`src/rtl/sclgen_pkg.sv`:
```
// Shared types for the SCL timing generator.
package sclgen_pkg;
    // Slot command codes; the numeric values are part of the port contract.
    typedef enum logic [1:0] {
        OP_START   = 2'd0,
        OP_DATA    = 2'd1,
        OP_RESTART = 2'd2,
        OP_STOP    = 2'd3
    } sg_op_e;

    // Phase of the current slot; SCL is low only in PH_LOW.
    typedef enum logic [1:0] {
        PH_WAIT = 2'd0,
        PH_LOW  = 2'd1,
        PH_HIGH = 2'd2,
        PH_FREE = 2'd3
    } sg_phase_e;
endpackage

```
`src/rtl/sclgen_div_latch.sv`:
```
// Captures the divider word at each command acceptance and derives all
// phase lengths and event points from it.
// Assumes PRE_LOG2 >= 3 so that seven eighths of a high phase is exact.
module sclgen_div_latch #(
    parameter int DIV_W    = 16,
    parameter int PRE_LOG2 = 3,
    parameter int CNT_W    = DIV_W + PRE_LOG2 + 2
) (
    input  logic               clk,
    input  logic               rst_n,
    input  logic               load_i,
    input  logic [2*DIV_W-1:0] div_i,
    output logic [CNT_W-1:0]   low_end_o,
    output logic [CNT_W-1:0]   half_low_o,
    output logic [CNT_W-1:0]   high_end1_o,
    output logic [CNT_W-1:0]   high_end2_o,
    output logic [CNT_W-1:0]   half_high_o,
    output logic [CNT_W-1:0]   fall_pt_o
);
    localparam int PAD = CNT_W - DIV_W - 1;

    logic [DIV_W-1:0] lo_q, hi_q;
    logic [DIV_W:0]   lo_p1, hi_p1;
    logic [CNT_W-1:0] low_len, high_len;

    // Hold the divider fields for the whole slot; update only on acceptance.
    always_ff @(posedge clk) begin
        if (!rst_n) begin
            lo_q <= '0;
            hi_q <= '0;
        end else if (load_i) begin
            lo_q <= div_i[DIV_W-1:0];
            hi_q <= div_i[2*DIV_W-1:DIV_W];
        end
    end

    // Apply the implicit +1 and the fixed prescale, then derive event points.
    always_comb begin
        lo_p1       = {1'b0, lo_q} + {{DIV_W{1'b0}}, 1'b1};
        hi_p1       = {1'b0, hi_q} + {{DIV_W{1'b0}}, 1'b1};
        low_len     = {{PAD{1'b0}}, lo_p1} << PRE_LOG2;
        high_len    = {{PAD{1'b0}}, hi_p1} << PRE_LOG2;
        low_end_o   = low_len - 1'b1;
        half_low_o  = low_len >> 1;
        high_end1_o = high_len - 1'b1;
        high_end2_o = (high_len << 1) - 1'b1;
        half_high_o = high_len >> 1;
        fall_pt_o   = high_len - (high_len >> 3);
    end
endmodule

```
`src/rtl/sclgen_phase_ctrl.sv`:
```
// Slot state machine: accepts commands, walks the low, high and bus-free
// phases with one counter, and tracks the SDA level left by each slot.
// Assumes the length inputs change only in the cycle after load_o.
module sclgen_phase_ctrl
    import sclgen_pkg::*;
#(
    parameter int CNT_W = 21
) (
    input  logic             clk,
    input  logic             rst_n,
    input  logic             en_i,
    input  logic             cmd_valid_i,
    input  sg_op_e           cmd_op_i,
    input  logic             cmd_bit_i,
    input  logic [CNT_W-1:0] low_end_i,
    input  logic [CNT_W-1:0] high_end1_i,
    input  logic [CNT_W-1:0] high_end2_i,
    output sg_phase_e        phase_o,
    output logic [CNT_W-1:0] cnt_o,
    output sg_op_e           op_o,
    output logic             bit_o,
    output logic             sda_r_o,
    output logic             cmd_ready_o,
    output logic             load_o,
    output logic             bit_done_o
);
    sg_phase_e        phase_q;
    logic [CNT_W-1:0] cnt_q;
    sg_op_e           op_q;
    logic             bit_q, sda_q;
    logic [CNT_W-1:0] high_end;
    logic             last_cycle, final_sda;

    // Pick the high-phase end point and the SDA level a slot leaves behind.
    always_comb begin
        high_end   = (op_q == OP_RESTART) ? high_end2_i : high_end1_i;
        last_cycle = ((phase_q == PH_HIGH) && (op_q != OP_STOP) && (cnt_q == high_end)) ||
                     ((phase_q == PH_FREE) && (cnt_q == high_end1_i));
        case (op_q)
            OP_DATA: final_sda = bit_q;
            OP_STOP: final_sda = 1'b1;
            default: final_sda = 1'b0;
        endcase
    end

    assign cmd_ready_o = en_i && ((phase_q == PH_WAIT) || last_cycle);
    assign load_o      = cmd_valid_i && cmd_ready_o;
    assign bit_done_o  = last_cycle;

    // Advance phase and counter; a disable or reset parks the bus released.
    always_ff @(posedge clk) begin
        if (!rst_n || !en_i) begin
            phase_q <= PH_WAIT;
            cnt_q   <= '0;
            op_q    <= OP_START;
            bit_q   <= 1'b1;
            sda_q   <= 1'b1;
        end else begin
            if (last_cycle) sda_q <= final_sda;
            if (load_o) begin
                phase_q <= (cmd_op_i == OP_START) ? PH_HIGH : PH_LOW;
                cnt_q   <= '0;
                op_q    <= cmd_op_i;
                bit_q   <= cmd_bit_i;
            end else begin
                case (phase_q)
                    PH_LOW: begin
                        if (cnt_q == low_end_i) begin
                            phase_q <= PH_HIGH;
                            cnt_q   <= '0;
                        end else begin
                            cnt_q <= cnt_q + 1'b1;
                        end
                    end
                    PH_HIGH: begin
                        if (cnt_q == high_end) begin
                            phase_q <= (op_q == OP_STOP) ? PH_FREE : PH_WAIT;
                            cnt_q   <= '0;
                        end else begin
                            cnt_q <= cnt_q + 1'b1;
                        end
                    end
                    PH_FREE: begin
                        if (cnt_q == high_end1_i) begin
                            phase_q <= PH_WAIT;
                            cnt_q   <= '0;
                        end else begin
                            cnt_q <= cnt_q + 1'b1;
                        end
                    end
                    default: cnt_q <= '0;
                endcase
            end
        end
    end

    assign phase_o = phase_q;
    assign cnt_o   = cnt_q;
    assign op_o    = op_q;
    assign bit_o   = bit_q;
    assign sda_r_o = sda_q;

    // The low-phase counter never passes the captured low length.
    assert_low_bound_R1: assert property (@(posedge clk) disable iff (!rst_n)
        (phase_q == PH_LOW) |-> (cnt_q <= low_end_i));

    // The high-phase counter never passes the length chosen for this slot.
    assert_high_bound_R2: assert property (@(posedge clk) disable iff (!rst_n)
        (phase_q == PH_HIGH) |-> (cnt_q <= high_end));

    // A slot end is a single-cycle pulse.
    assert_done_single_R8: assert property (@(posedge clk) disable iff (!rst_n)
        bit_done_o |=> !bit_done_o);

    // Phase lengths stay frozen while a slot runs without a new acceptance.
    assert_div_frozen_R9: assert property (@(posedge clk) disable iff (!rst_n)
        ((phase_q != PH_WAIT) && !load_o) |=> ($stable(low_end_i) && $stable(high_end1_i)));
endmodule

```
`src/rtl/sclgen_line_shaper.sv`:
```
// Decodes the slot state into SCL, SDA and the drive, sample and condition
// strobes. Purely combinational; assumes the state comes from registers.
module sclgen_line_shaper
    import sclgen_pkg::*;
#(
    parameter int CNT_W = 21
) (
    input  sg_phase_e        phase_i,
    input  logic [CNT_W-1:0] cnt_i,
    input  sg_op_e           op_i,
    input  logic             bit_i,
    input  logic             sda_r_i,
    input  logic [CNT_W-1:0] half_low_i,
    input  logic [CNT_W-1:0] half_high_i,
    input  logic [CNT_W-1:0] fall_pt_i,
    output logic             scl_o,
    output logic             sda_o,
    output logic             drive_stb_o,
    output logic             sample_stb_o,
    output logic             cond_stb_o
);
    logic low_tgt;

    // Shape both lines and the strobes for the current phase position.
    always_comb begin
        scl_o        = (phase_i != PH_LOW);
        drive_stb_o  = 1'b0;
        sample_stb_o = 1'b0;
        cond_stb_o   = 1'b0;
        case (op_i)
            OP_DATA:    low_tgt = bit_i;
            OP_RESTART: low_tgt = 1'b1;
            default:    low_tgt = 1'b0;
        endcase
        case (phase_i)
            PH_LOW: begin
                sda_o       = (cnt_i >= half_low_i) ? low_tgt : sda_r_i;
                drive_stb_o = (cnt_i == half_low_i);
            end
            PH_HIGH: begin
                case (op_i)
                    OP_DATA: begin
                        sda_o        = bit_i;
                        sample_stb_o = (cnt_i == half_high_i);
                    end
                    OP_RESTART: begin
                        sda_o      = (cnt_i < fall_pt_i);
                        cond_stb_o = (cnt_i == fall_pt_i);
                    end
                    OP_START: begin
                        sda_o      = 1'b0;
                        cond_stb_o = (cnt_i == '0);
                    end
                    default: sda_o = 1'b0;
                endcase
            end
            PH_FREE: begin
                sda_o      = 1'b1;
                cond_stb_o = (cnt_i == '0);
            end
            default: sda_o = sda_r_i;
        endcase
    end
endmodule

```
`src/rtl/scl_timing_gen.sv`:
```
// Top of the SCL timing generator: divider capture, slot control and line
// shaping. Assumes the sequencer issues START only while SDA is released.
module scl_timing_gen #(
    parameter int DIV_W    = 16,
    parameter int PRE_LOG2 = 3
) (
    input  logic               clk,
    input  logic               rst_n,
    input  logic               en_i,
    input  logic [2*DIV_W-1:0] div_i,
    input  logic               cmd_valid_i,
    input  logic [1:0]         cmd_op_i,
    input  logic               cmd_bit_i,
    output logic               cmd_ready_o,
    output logic               scl_o,
    output logic               sda_o,
    output logic               drive_stb_o,
    output logic               sample_stb_o,
    output logic               cond_stb_o,
    output logic               bit_done_o
);
    import sclgen_pkg::*;

    localparam int CNT_W = DIV_W + PRE_LOG2 + 2;

    logic [CNT_W-1:0] low_end, half_low, high_end1, high_end2, half_high, fall_pt;
    logic [CNT_W-1:0] cnt;
    sg_phase_e        phase;
    sg_op_e           op;
    logic             bit_v, sda_r, load;

    sclgen_div_latch #(.DIV_W(DIV_W), .PRE_LOG2(PRE_LOG2), .CNT_W(CNT_W)) u_div (
        .clk(clk), .rst_n(rst_n), .load_i(load), .div_i(div_i),
        .low_end_o(low_end), .half_low_o(half_low), .high_end1_o(high_end1),
        .high_end2_o(high_end2), .half_high_o(half_high), .fall_pt_o(fall_pt)
    );

    sclgen_phase_ctrl #(.CNT_W(CNT_W)) u_ctrl (
        .clk(clk), .rst_n(rst_n), .en_i(en_i), .cmd_valid_i(cmd_valid_i),
        .cmd_op_i(sg_op_e'(cmd_op_i)), .cmd_bit_i(cmd_bit_i),
        .low_end_i(low_end), .high_end1_i(high_end1), .high_end2_i(high_end2),
        .phase_o(phase), .cnt_o(cnt), .op_o(op), .bit_o(bit_v), .sda_r_o(sda_r),
        .cmd_ready_o(cmd_ready_o), .load_o(load), .bit_done_o(bit_done_o)
    );

    sclgen_line_shaper #(.CNT_W(CNT_W)) u_shape (
        .phase_i(phase), .cnt_i(cnt), .op_i(op), .bit_i(bit_v), .sda_r_i(sda_r),
        .half_low_i(half_low), .half_high_i(half_high), .fall_pt_i(fall_pt),
        .scl_o(scl_o), .sda_o(sda_o), .drive_stb_o(drive_stb_o),
        .sample_stb_o(sample_stb_o), .cond_stb_o(cond_stb_o)
    );

    // Data is placed only while SCL is low.
    assert_drive_in_low_R3: assert property (@(posedge clk) disable iff (!rst_n)
        drive_stb_o |-> !scl_o);

    // Sampling happens well inside a high phase.
    assert_sample_in_high_R4: assert property (@(posedge clk) disable iff (!rst_n)
        sample_stb_o |-> (scl_o && $past(scl_o)));

    // A disable releases the bus and silences every strobe one cycle later.
    assert_released_when_off_R10: assert property (@(posedge clk) disable iff (!rst_n)
        !en_i |=> (scl_o && sda_o && !drive_stb_o && !sample_stb_o && !cond_stb_o && !bit_done_o));

    // SDA moves under a high SCL only at a marked condition edge.
    assert_sda_steady_R13: assert property (@(posedge clk) disable iff (!rst_n)
        (en_i && $past(en_i) && scl_o && $past(scl_o) && !cond_stb_o) |-> $stable(sda_o));
endmodule

```
`config.mk`:
```
export PLATFORM = sky130hd
export DESIGN_NAME = scl_timing_gen
export DESIGN_NICKNAME = d
export VERILOG_FILES = /design/src/rtl/sclgen_pkg.sv /design/src/rtl/sclgen_div_latch.sv /design/src/rtl/sclgen_phase_ctrl.sv /design/src/rtl/sclgen_line_shaper.sv /design/src/rtl/scl_timing_gen.sv
export SDC_FILE = /design/constraint.sdc
export NUM_CORES = 1
export LEC_CHECK = 0
export ABC_AREA = 1
export ABC_CLOCK_PERIOD_IN_PS = 6700
export CAP_MARGIN = 25
export CORE_UTILIZATION = 45
export CTS_CLUSTER_DIAMETER = 200
export DETAILED_ROUTE_END_ITERATION = 7
export GPL_TIMING_DRIVEN = 0
export PLACE_DENSITY = 0.67
export SLEW_MARGIN = 15
export SYNTH_ARGS = -nofsm -noshare
export SYNTH_HDL_FRONTEND = slang
export SYNTH_SLANG_ARGS = --single-unit
```
`constraint.sdc`:
```
create_clock -name clk -period 6.7 [get_ports clk]
set_input_delay 1.34 -clock clk [delete_from_list [all_inputs] [get_ports clk]]
set_output_delay 1.34 -clock clk [all_outputs]
set_load 0.01 [all_outputs]
```
; Word-level counts from Yosys, hierarchy flattened
; Cells that the tools add are included.
[totals]
register_bits = 59
inputBits = 39
output_inout_bits = 7
wordCells = 72
[op_classes]
addsub = 7
n_lt_le_gt_ge = 2
eq_ne = 17
mux = 22
reduce_logical = 17
[ops]
columns = operator, count
row1 = 21-bit == test, 4
row2 = 21-bit 2-to-1 mux, 4
row3 = 21-bit one-hot mux with 3 select lines, 1
row4 = 21-bit by 19-bit == test with 1-bit output, 2
row5 = 20-bit by 1-bit subtractor with 21-bit output (second input constant), 2
row6 = 16-bit by 1-bit adder with 17-bit output (second input constant), 2
row7 = 21-bit by 1-bit adder with 21-bit output (second input constant), 1
row8 = 21-bit by 19-bit >= comparator with 1-bit output, 1
row9 = 21-bit zero test, 1
row10 = 21-bit less-than comparator, 1
row11 = 20-bit by 17-bit subtractor with 21-bit output, 1
row12 = 21-bit by 1-bit subtractor with 21-bit output (second input constant), 1
row13 = 2-bit 2-to-1 mux, 6
row14 = 1-bit one-hot mux with 2 select lines, 5
row15 = 2-bit == test (second input constant), 4
row16 = 2-bit zero test, 3
row17 = 3-bit inequality test (second input constant), 2
row18 = 2-bit one-hot mux with 3 select lines, 1
row19 = 1-bit logical AND, 5
row20 = 2-bit by 1-bit == test with 1-bit output (second input constant), 2
row21 = 1-bit 2-to-1 mux, 4
row22 = 4-bit AND reduction, 1
row23 = 4-bit nonzero test, 1
row24 = 1-bit logical OR, 3
row25 = 6 further kinds, 7

; Depth between registers and ports, before layout
; Gate-level depths: netlist of run 1.
[logic_depth]
word_depth = 11
depth_mapped = 28
depth_no_buf = 26

; Cells and area by module
; Synthesis of run 1 repeated with hierarchy kept, for this count alone.
[hier_totals]
hier_cells = 1435
area_unflattened_um2 = 8355.5
[modules_own_cells]
columns = module, n_inst, cells_per_inst, area_per_inst_um2, seq_area_each_um2
row1 = sclgen_div_latch, 1, 671, 3923.8, 640.6
row2 = sclgen_phase_ctrl, 1, 444, 2633.8, 540.5
row3 = sclgen_line_shaper, 1, 320, 1798.0, 0.0

; Least setup slack after synthesis of run 1
; No wires, ideal clock.
[synth_timing]
kind = reg2out
startpoint = register u_div.hi_q[1]
endpoint = output port sda_o
t_arrival_ps = 3664
t_required_ps = 5360
setup_slack_ps = 1696
path_stages_with_launch = 27
path_buffers = 1
cell_sequence = dfxtp_1 ha_1 nand2_1 nor2_4 buf_6 nand2_4 nand2_8 ha_1 inv_1 o21ai_0 a21oi_1 o21ai_0 a21oi_1 o21ai_0 nand3_1 nand2_1 nand3_1 nand4_1 xor2_1 ha_1 nand2_1 inv_1 nand3_1 o211ai_1 nand2_1 a31oi_1 nand3_1
[synth_via]
elab_chain_len = 5
[synth_lines]
columns = item, line_no
row1 = "start, declared", sclgen_div_latch.sv:22  ; logic [DIV_W-1:0] lo_q, hi_q;
row2 = "start signal, assigned", sclgen_div_latch.sv:33  ; hi_q <= div_i[2*DIV_W-1:DIV_W];
row3 = 16-bit by 1-bit adder with 17-bit output, sclgen_div_latch.sv:40  ; hi_p1 = {1'b0, hi_q} + {{DIV_W{1'b0}}, 1'b1};
row4 = 20-bit by 17-bit subtractor with 21-bit output, sclgen_div_latch.sv:48  ; fall_pt_o = high_len - (high_len >> 3);
row5 = 21-bit less-than comparator, sclgen_line_shaper.sv:47  ; sda_o = (cnt_i < fall_pt_i);
row6 = 1-bit one-hot mux with 2 select lines, sclgen_line_shaper.sv:41  ; case (op_i)
row7 = 1-bit one-hot mux with 3 select lines, sclgen_line_shaper.sv:35  ; case (phase_i)
row8 = "end, declared", scl_timing_gen.sv:16  ; output logic sda_o,
; No other way between the ends.

; Final worst setup path of run 1
; Ends and elaborated chain as after synthesis.

==> impl_metrics.json, run 1 <==
{
  "synth.yosys.warnings": 0,
  "globalRoute.totalOverflow": 0,
  "synthToLayoutAreaGrowth_pct": 13.4,
  "hpwl_mm": 19.0,
  "ys_top_cells_by_area": "nand2_1, dfxtp_1, nand3_1, ha_1, nor2_1",
  "peakVddDrop_mv": 0.112,
  "regToRegEndpoint": "u_div.hi_q[3]",
  "wl_per_cell_um": 15.4,
  "cp-end-kind": "output port",
  "cts_root_buf": "clkbuf_16",
  "synth_area_um2": 7410,
  "route.vias.total": 8284,
  "core.rowCount": 46,
  "largest_net_degree_at_the_start_of_global_routing": 11,
  "run_status": "finished clean",
  "hold_class": "reg -> reg",
  "globalRouteTotalUtil_pct": 28.7,
  "period_share_pct": 93.7,
  "layoutNonFillerInstCount": 1531,
  "max_cap_violations": 0,
  "netlist.area_leader.share_pct": 16.9,
  "clock_insertion_delay_worst_skew_ns": 0.35,
  "finalNetCount": 1401,
  "number_of_global_route_vias_before_repair": 7206,
  "fp.dieArea_um2": 17000,
  "postSynth.topFlopCell": "dfxtp_1",
  "ys_seq_area_share_pct": 15.9,
  "netlist_instances": 1255,
  "clock_tree.htree_level_count": 3,
  "cts.reportedPaths.clkPinSlew_ns": 0.05,
  "timing.critical_path.fanout_max": 6,
  "dieWidth_um": 130,
  "placed_cells_incl_taps": 1516,
  "setup_viol": 0,
  "mostFrequentLayoutCell": "nand2_1",
  "initial_utilization_pct": 46.3,
  "global_route_wire_length_before_repair_mm": 37.2,
  "r2r.worst_path.cells": 21,
  "drt_drc_violations_left": 0,
  "synth_enable_flop_cells": 0,
  "drt.antenna.violating_nets": 0,
  "worstSetupPathType": "reg -> out",
  "post-route-min-period_ns": 6.28,
  "cellLeakagePower_uw": 0.00388,
  "area_of_the_core_um2": 16000,
  "place_congestion": 0.942,
  "hp-start": "u_ctrl.cnt_o[0]",
  "slew_headroom_pct": 57.9,
  "final_cell_mix": "nand2_1, nor2_1, nand3_1, inv_1, a21oi_1",
  "die_height_um": 130,
  "worst_setup_slack_for_register_to_register_paths_ns": 2.75,
  "grt_antenna_before_repair": 1,
  "tritoncts": "done",
  "clock-sinks": 59,
  "syn-num-nets": 1345,
  "hold_path_end": "u_ctrl.cnt_o[0]",
  "holdBufCountCts": 0,
  "yosys.cell_types.count": 46,
  "post-synth-top-area-cell": "nand2_1",
  "fillCellCount": 1765,
  "critical_path.startpoint_type": "flop",
  "mean_post_synth_cell_area_um2": 5.91,
  "synthArstFlopShare_pct": 0,
  "numCtsBuffers": 9,
  "post_drt_via_cell_ratio": 5.41,
  "grt_setup_unrepaired": "false",
  "num_io_pins": 46,
  "worst_hold_path.num_cells": 1,
  "diodes": 0,
  "timing.fmax_ghz": 0.159,
  "final.setup_skew_ns": 0.00676,
  "cp.arrival_ns": 4.94,
  "drive_gt1_share_pct": 7.30,
  "worst-slew-pin-transition_ns": 0.625,
  "timing.final.hold_violations": 0,
  "worst_ep_required_ns": 5.36,
  "clock_tree.buffer_depth": 2,
  "timing.setup.tns_ns": 0,
  "first_pass_iters": 6,
  "routed_wirelength_mm": 23.6,
  "io_buffer_count": 45,
  "final_max_slew_viol_count": 0,
  "drt_first_iter_violations": 694,
  "synthesized_flop_and_latch_total": 59,
  "reg2reg_from": "u_div.hi_q[1]",
  "power-per-cell-area_nw_per_um2": 157
}
[final cells by class]
type / instances / area, um^2 / share of cell area (%)
Clock inverter: 5 / 30.0 / 0.357
Multi-Input combinational cell: 1027 / 5550 / 66.0
Tap cell: 216 / 270 / 3.22
Inverter: 137 / 519 / 6.18
Sequential cell: 59 / 1180 / 14.1
Timing Repair Buffer: 45 / 450 / 5.36
Clock buffer: 10 / 239 / 2.84
Buffer: 32 / 169 / 2.01
[synth_stat cells, types with 4 or more instances]
library cell,instances
nor4_1,4
nand4_1,49
o21ai_0,60
a211oi_1,4
ha_1,51
nand3b_1,4
a21oi_1,74
xnor2_1,7
dfxtp_1,59
buf_4,4
clkbuf_1,14
nor2_2,11
nand2_1,333
nor2_4,9
nand2_2,22
nor2_1,149
buf_2,7
nor3_1,16
nand3_1,134
o21bai_1,5
xor2_1,57
inv_1,132
nand2_4,6
[worst max-delay path: stages, from the launching register on]
cell	delay, ns
dfxtp_1	0.40
ha_1	0.26
nand3_1	0.14
nor2_1	0.37
nand2_1	0.12
nand2_2	0.19
ha_1	0.28
inv_1	0.10
nor2_1	0.06
a21oi_1	0.23
o21bai_1	0.16
a21oi_1	0.33
o21bai_1	0.16
xnor2_1	0.15
ha_1	0.31
nand2_1	0.06
o21ai_0	0.25
a21oi_1	0.08
o211ai_1	0.18
nand2_1	0.07
a31oi_1	0.14
nand3_1	0.08
clkdlybuf4s50_1	0.48
[worst max path at each step]
| stage | cells after the start | startpoint | slack [ns] | end |
|---|---|---|---|---|
| 2_1_floorplan | 26 | u_div.hi_q[1] | 1.70 | sda_o |
| 3_3_place_gp | 27 | u_div.hi_q[1] | 0.61 | sda_o |
| 3_5_place_dp | 27 | u_div.hi_q[1] | 0.58 | sda_o |
| 4_1_cts | 27 | u_div.hi_q[1] | 0.20 | sda_o |
| 5_1_grt | 27 | u_div.hi_q[1] | 0.04 | sda_o |
| 6_report | 22 | u_div.hi_q[1] | 0.42 | sda_o |
[timing repair]
item                                    in CTS  in global routing
hold endpoints to repair                     0                  0
setup buffers                                0                  0
endpoints found under the setup margin       0                  2
gates resized for setup                      0                  4
[through the flow]
stage	cell area (um^2)	hold WS [ns]	setup WS (ns)	utilization, %	total power (uW)
final	8400	0.445	0.424	52.5	1320
after global routing	8400	0.486	0.0415	52.5	1410
after CTS	8400	0.449	0.201	52.5	1320
after detailed placement	8130	0.439	0.583	50.8	876
after global placement	8130	0.429	0.607	50.8	871
after floorplan	7410	0.417	1.70	-	744
[state kept, by name, summed over array words and instances (netlist names)]
name            flops
u_ctrl.phase_o      2
u_ctrl.op_o         2
u_div.lo_q         16
u_ctrl.bit_o        1
u_ctrl.cnt_o       21
u_ctrl.sda_r_o      1
u_div.hi_q         16
[routing by layer]
layer	global-route usage, %	up-vias	wire length (um)
met2	42.9	286	9730
met1	41.5	3702	11700
li1	-	4258	-
met4	11.0	2	687
met3	3.57	36	1460
met5	0	-	13
[report_power, final]
part | internal (uW) | leakage [uW] | switching, uW | total, uW
Sequential | 368 | 0.000482 | 19.0 | 387
Combinational | 176 | 0.00326 | 318 | 494
Clock | 256 | 0.000130 | 182 | 438
[cell families (layout without fill, tap and decap cells)]
logic type / Yosys count / after routing / share of synthesized area, %
simple gates: 749 / 749 / 46.6
xor+xnor: 64 / 64 / 7.56
flops: 59 / 59 / 15.9
fa+ha+maj: 51 / 51 / 8.61
buf+inv: 169 / 229 / 9.29
compound gates: 163 / 163 / 12.0
No activity file was read; power rests on OpenSTA's default activity.
==> run 2, diff against run 1 <==
--- a/config.mk
+++ b/config.mk
@@ -14,3 +14,3 @@
 export GPL_TIMING_DRIVEN = 0
-export PLACE_DENSITY = 0.67
+export PLACE_DENSITY = 0.61
 export SLEW_MARGIN = 15
==> constraint.sdc (replaced) <==
create_clock -name clk -period 6.7 [get_ports clk]
set_input_delay 0.67 -clock clk [delete_from_list [all_inputs] [get_ports clk]]
set_output_delay 0.67 -clock clk [all_outputs]
set_load 0.01 [all_outputs]
==> impl_metrics.json, run 2 (synthesized netlist as in run 1, its figures left out) <==
{
  "run_status": "finished clean",
  "period_share_pct": 89.7,
  "hpwl_mm": 19.6,
  "clock_tree.htree_level_count": 3,
  "grt_setup_unrepaired": "false",
  "cts.reportedPaths.clkPinSlew_ns": 0.06,
  "die_height_um": 130,
  "globalRouteTotalUtil_pct": 29.3,
  "max_cap_violations": 0,
  "finish.utilization_pct": 53.0,
  "synthToLayoutAreaGrowth_pct": 14.5,
  "drt_first_iter_violations": 657,
  "worst_ep_required_ns": 6.03,
  "routed_wirelength_mm": 24.0,
  "numCtsBuffers": 9,
  "drive_gt1_share_pct": 7.22,
  "postCtsSetupBuffers": 0,
  "crit_path_max_incr_delay_ns": 0.48,
  "worstSetupPathType": "reg -> out",
  "hold_class": "reg -> reg",
  "switchingPower_uw": 531,
  "tritoncts": "done",
  "cp.arrival_ns": 5.34,
  "globalRoute.totalOverflow": 0,
  "clock_insertion_delay_worst_skew_ns": 0.35,
  "largest_net_degree_at_the_start_of_global_routing": 12,
  "place_congestion": 0.928,
  "largest_register_ff_count": 21,
  "clkPwrFrac_pct": 39.3,
  "holdBufCountCts": 0,
  "dieWidth_um": 130,
  "slew_headroom_pct": 53.5,
  "critical_path.startpoint_type": "flop",
  "drt_drc_violations_left": 0,
  "cts_resized": 0,
  "grt_antenna_before_repair": 1,
  "post_drt_via_cell_ratio": 5.41,
  "final_cell_mix": "nand2_1, nor2_1, nand3_1, inv_1, a21oi_1",
  "power-per-cell-area_nw_per_um2": 171,
  "initial_utilization_pct": 46.3,
  "mostFrequentLayoutCell": "nand2_1",
  "first_pass_iters": 6,
  "worst_hold_path.num_cells": 1,
  "finalNetCount": 1401,
  "final.setup_skew_ns": 0.00362,
  "timing.setup.tns_ns": 0,
  "area_of_the_core_um2": 16000,
  "core.rowCount": 46,
  "peakVddDrop_mv": 0.140,
  "route.vias.total": 8293,
  "global_route_wire_length_before_repair_mm": 37.7,
  "number_of_global_route_vias_before_repair": 7166,
  "worst-slew-pin-transition_ns": 0.697,
  "timing.critical_path.fanout_max": 10,
  "timing.fmax_ghz": 0.166,
  "io_buffer_count": 45,
  "cp-end-kind": "output port",
  "drt.antenna.violating_nets": 0,
  "swShare_pct": 36.7,
  "diodes": 0,
  "setup_viol": 0,
  "cts_root_buf": "clkbuf_16",
  "r2r.worst_path.cells": 21,
  "cellLeakagePower_uw": 0.00392,
  "timing.final.hold_violations": 0,
  "num_io_pins": 46,
  "clock_tree.buffer_depth": 2,
  "final_max_slew_viol_count": 0,
  "fp.dieArea_um2": 17000,
  "post-route-min-period_ns": 6.01,
  "intPower_uw": 916,
  "wl_per_cell_um": 15.7,
  "crit_path_top_delay_cell": "clkdlybuf4s50_1",
  "power.sequential.fraction_pct": 26.7,
  "clock-sinks": 59,
  "power_share_of_the_combinational_group_pct": 34.0
}
## run 2: power groups by stage
stage          clock network (uW)  registers (uW)  logic [uW]
2_1_floorplan                   0             389         356
3_3_place_gp                    0             394         479
6_report                      568             387         492
5_1_grt                       588             390         554
4_1_cts                       574             387         487
3_5_place_dp                    0             394         484
## run 2: per-stage QoR
stage | instances | power [uW] | hold slack, ns | worst slack (ns) | instance area [um^2]
6_report | 1532 | 1450 | 0.446 | 0.690 | 8480
5_1_grt | 1532 | 1530 | 0.482 | 0.347 | 8480
4_1_cts | 1532 | 1450 | 0.450 | 0.798 | 8480
3_5_place_dp | 1516 | 878 | 0.438 | 1.19 | 8130
3_3_place_gp | 1516 | 873 | 0.430 | 1.25 | 8130
2_1_floorplan | 1255 | 744 | 0.417 | 2.37 | 7410
## run 2: layout make-up
| type | instances | area, um^2 |
|---|---|---|
| fillers | 1813 | 7520 |
| multi-input cells | 1027 | 5540 |
| flip-flops and latches | 59 | 1180 |
| inverters | 137 | 519 |
| repair buffers | 45 | 450 |
| well taps | 216 | 270 |
| clock buffers | 10 | 239 |
| plain buffers | 32 | 169 |
| clock inverters | 6 | 113 |
## run 2: routing by layer
layer	vias to the layer above	part of all wire (%)	global-route usage (%)
met5	-	0	0
met4	0	3.1	12.2
met3	31	7.5	4.67
met2	227	40	42.7
met1	3777	49	42.4
li1	4258	-	-
## run 2: final timing paths
kind	start	end	slack (ns)
min	u_ctrl.cnt_o[0]	u_ctrl.cnt_o[0]	0.45
min reg2reg	u_ctrl.cnt_o[0]	u_ctrl.cnt_o[0]	0.45
max	u_div.hi_q[1]	sda_o	0.69
max reg2reg	u_div.hi_q[1]	u_div.hi_q[0]	2.71
## run 2: critical path: cells and delay by family (launching register included)
kind / cells / cell delay, ns
XOR/XNOR: 1 / 0.09
buffers and inverters: 4 / 0.78
AO/OA/AOI/OAI: 7 / 1.78
AND/OR/NAND/NOR: 12 / 1.27
flip-flops: 1 / 0.39
adder cells (fa/ha/maj): 3 / 0.69
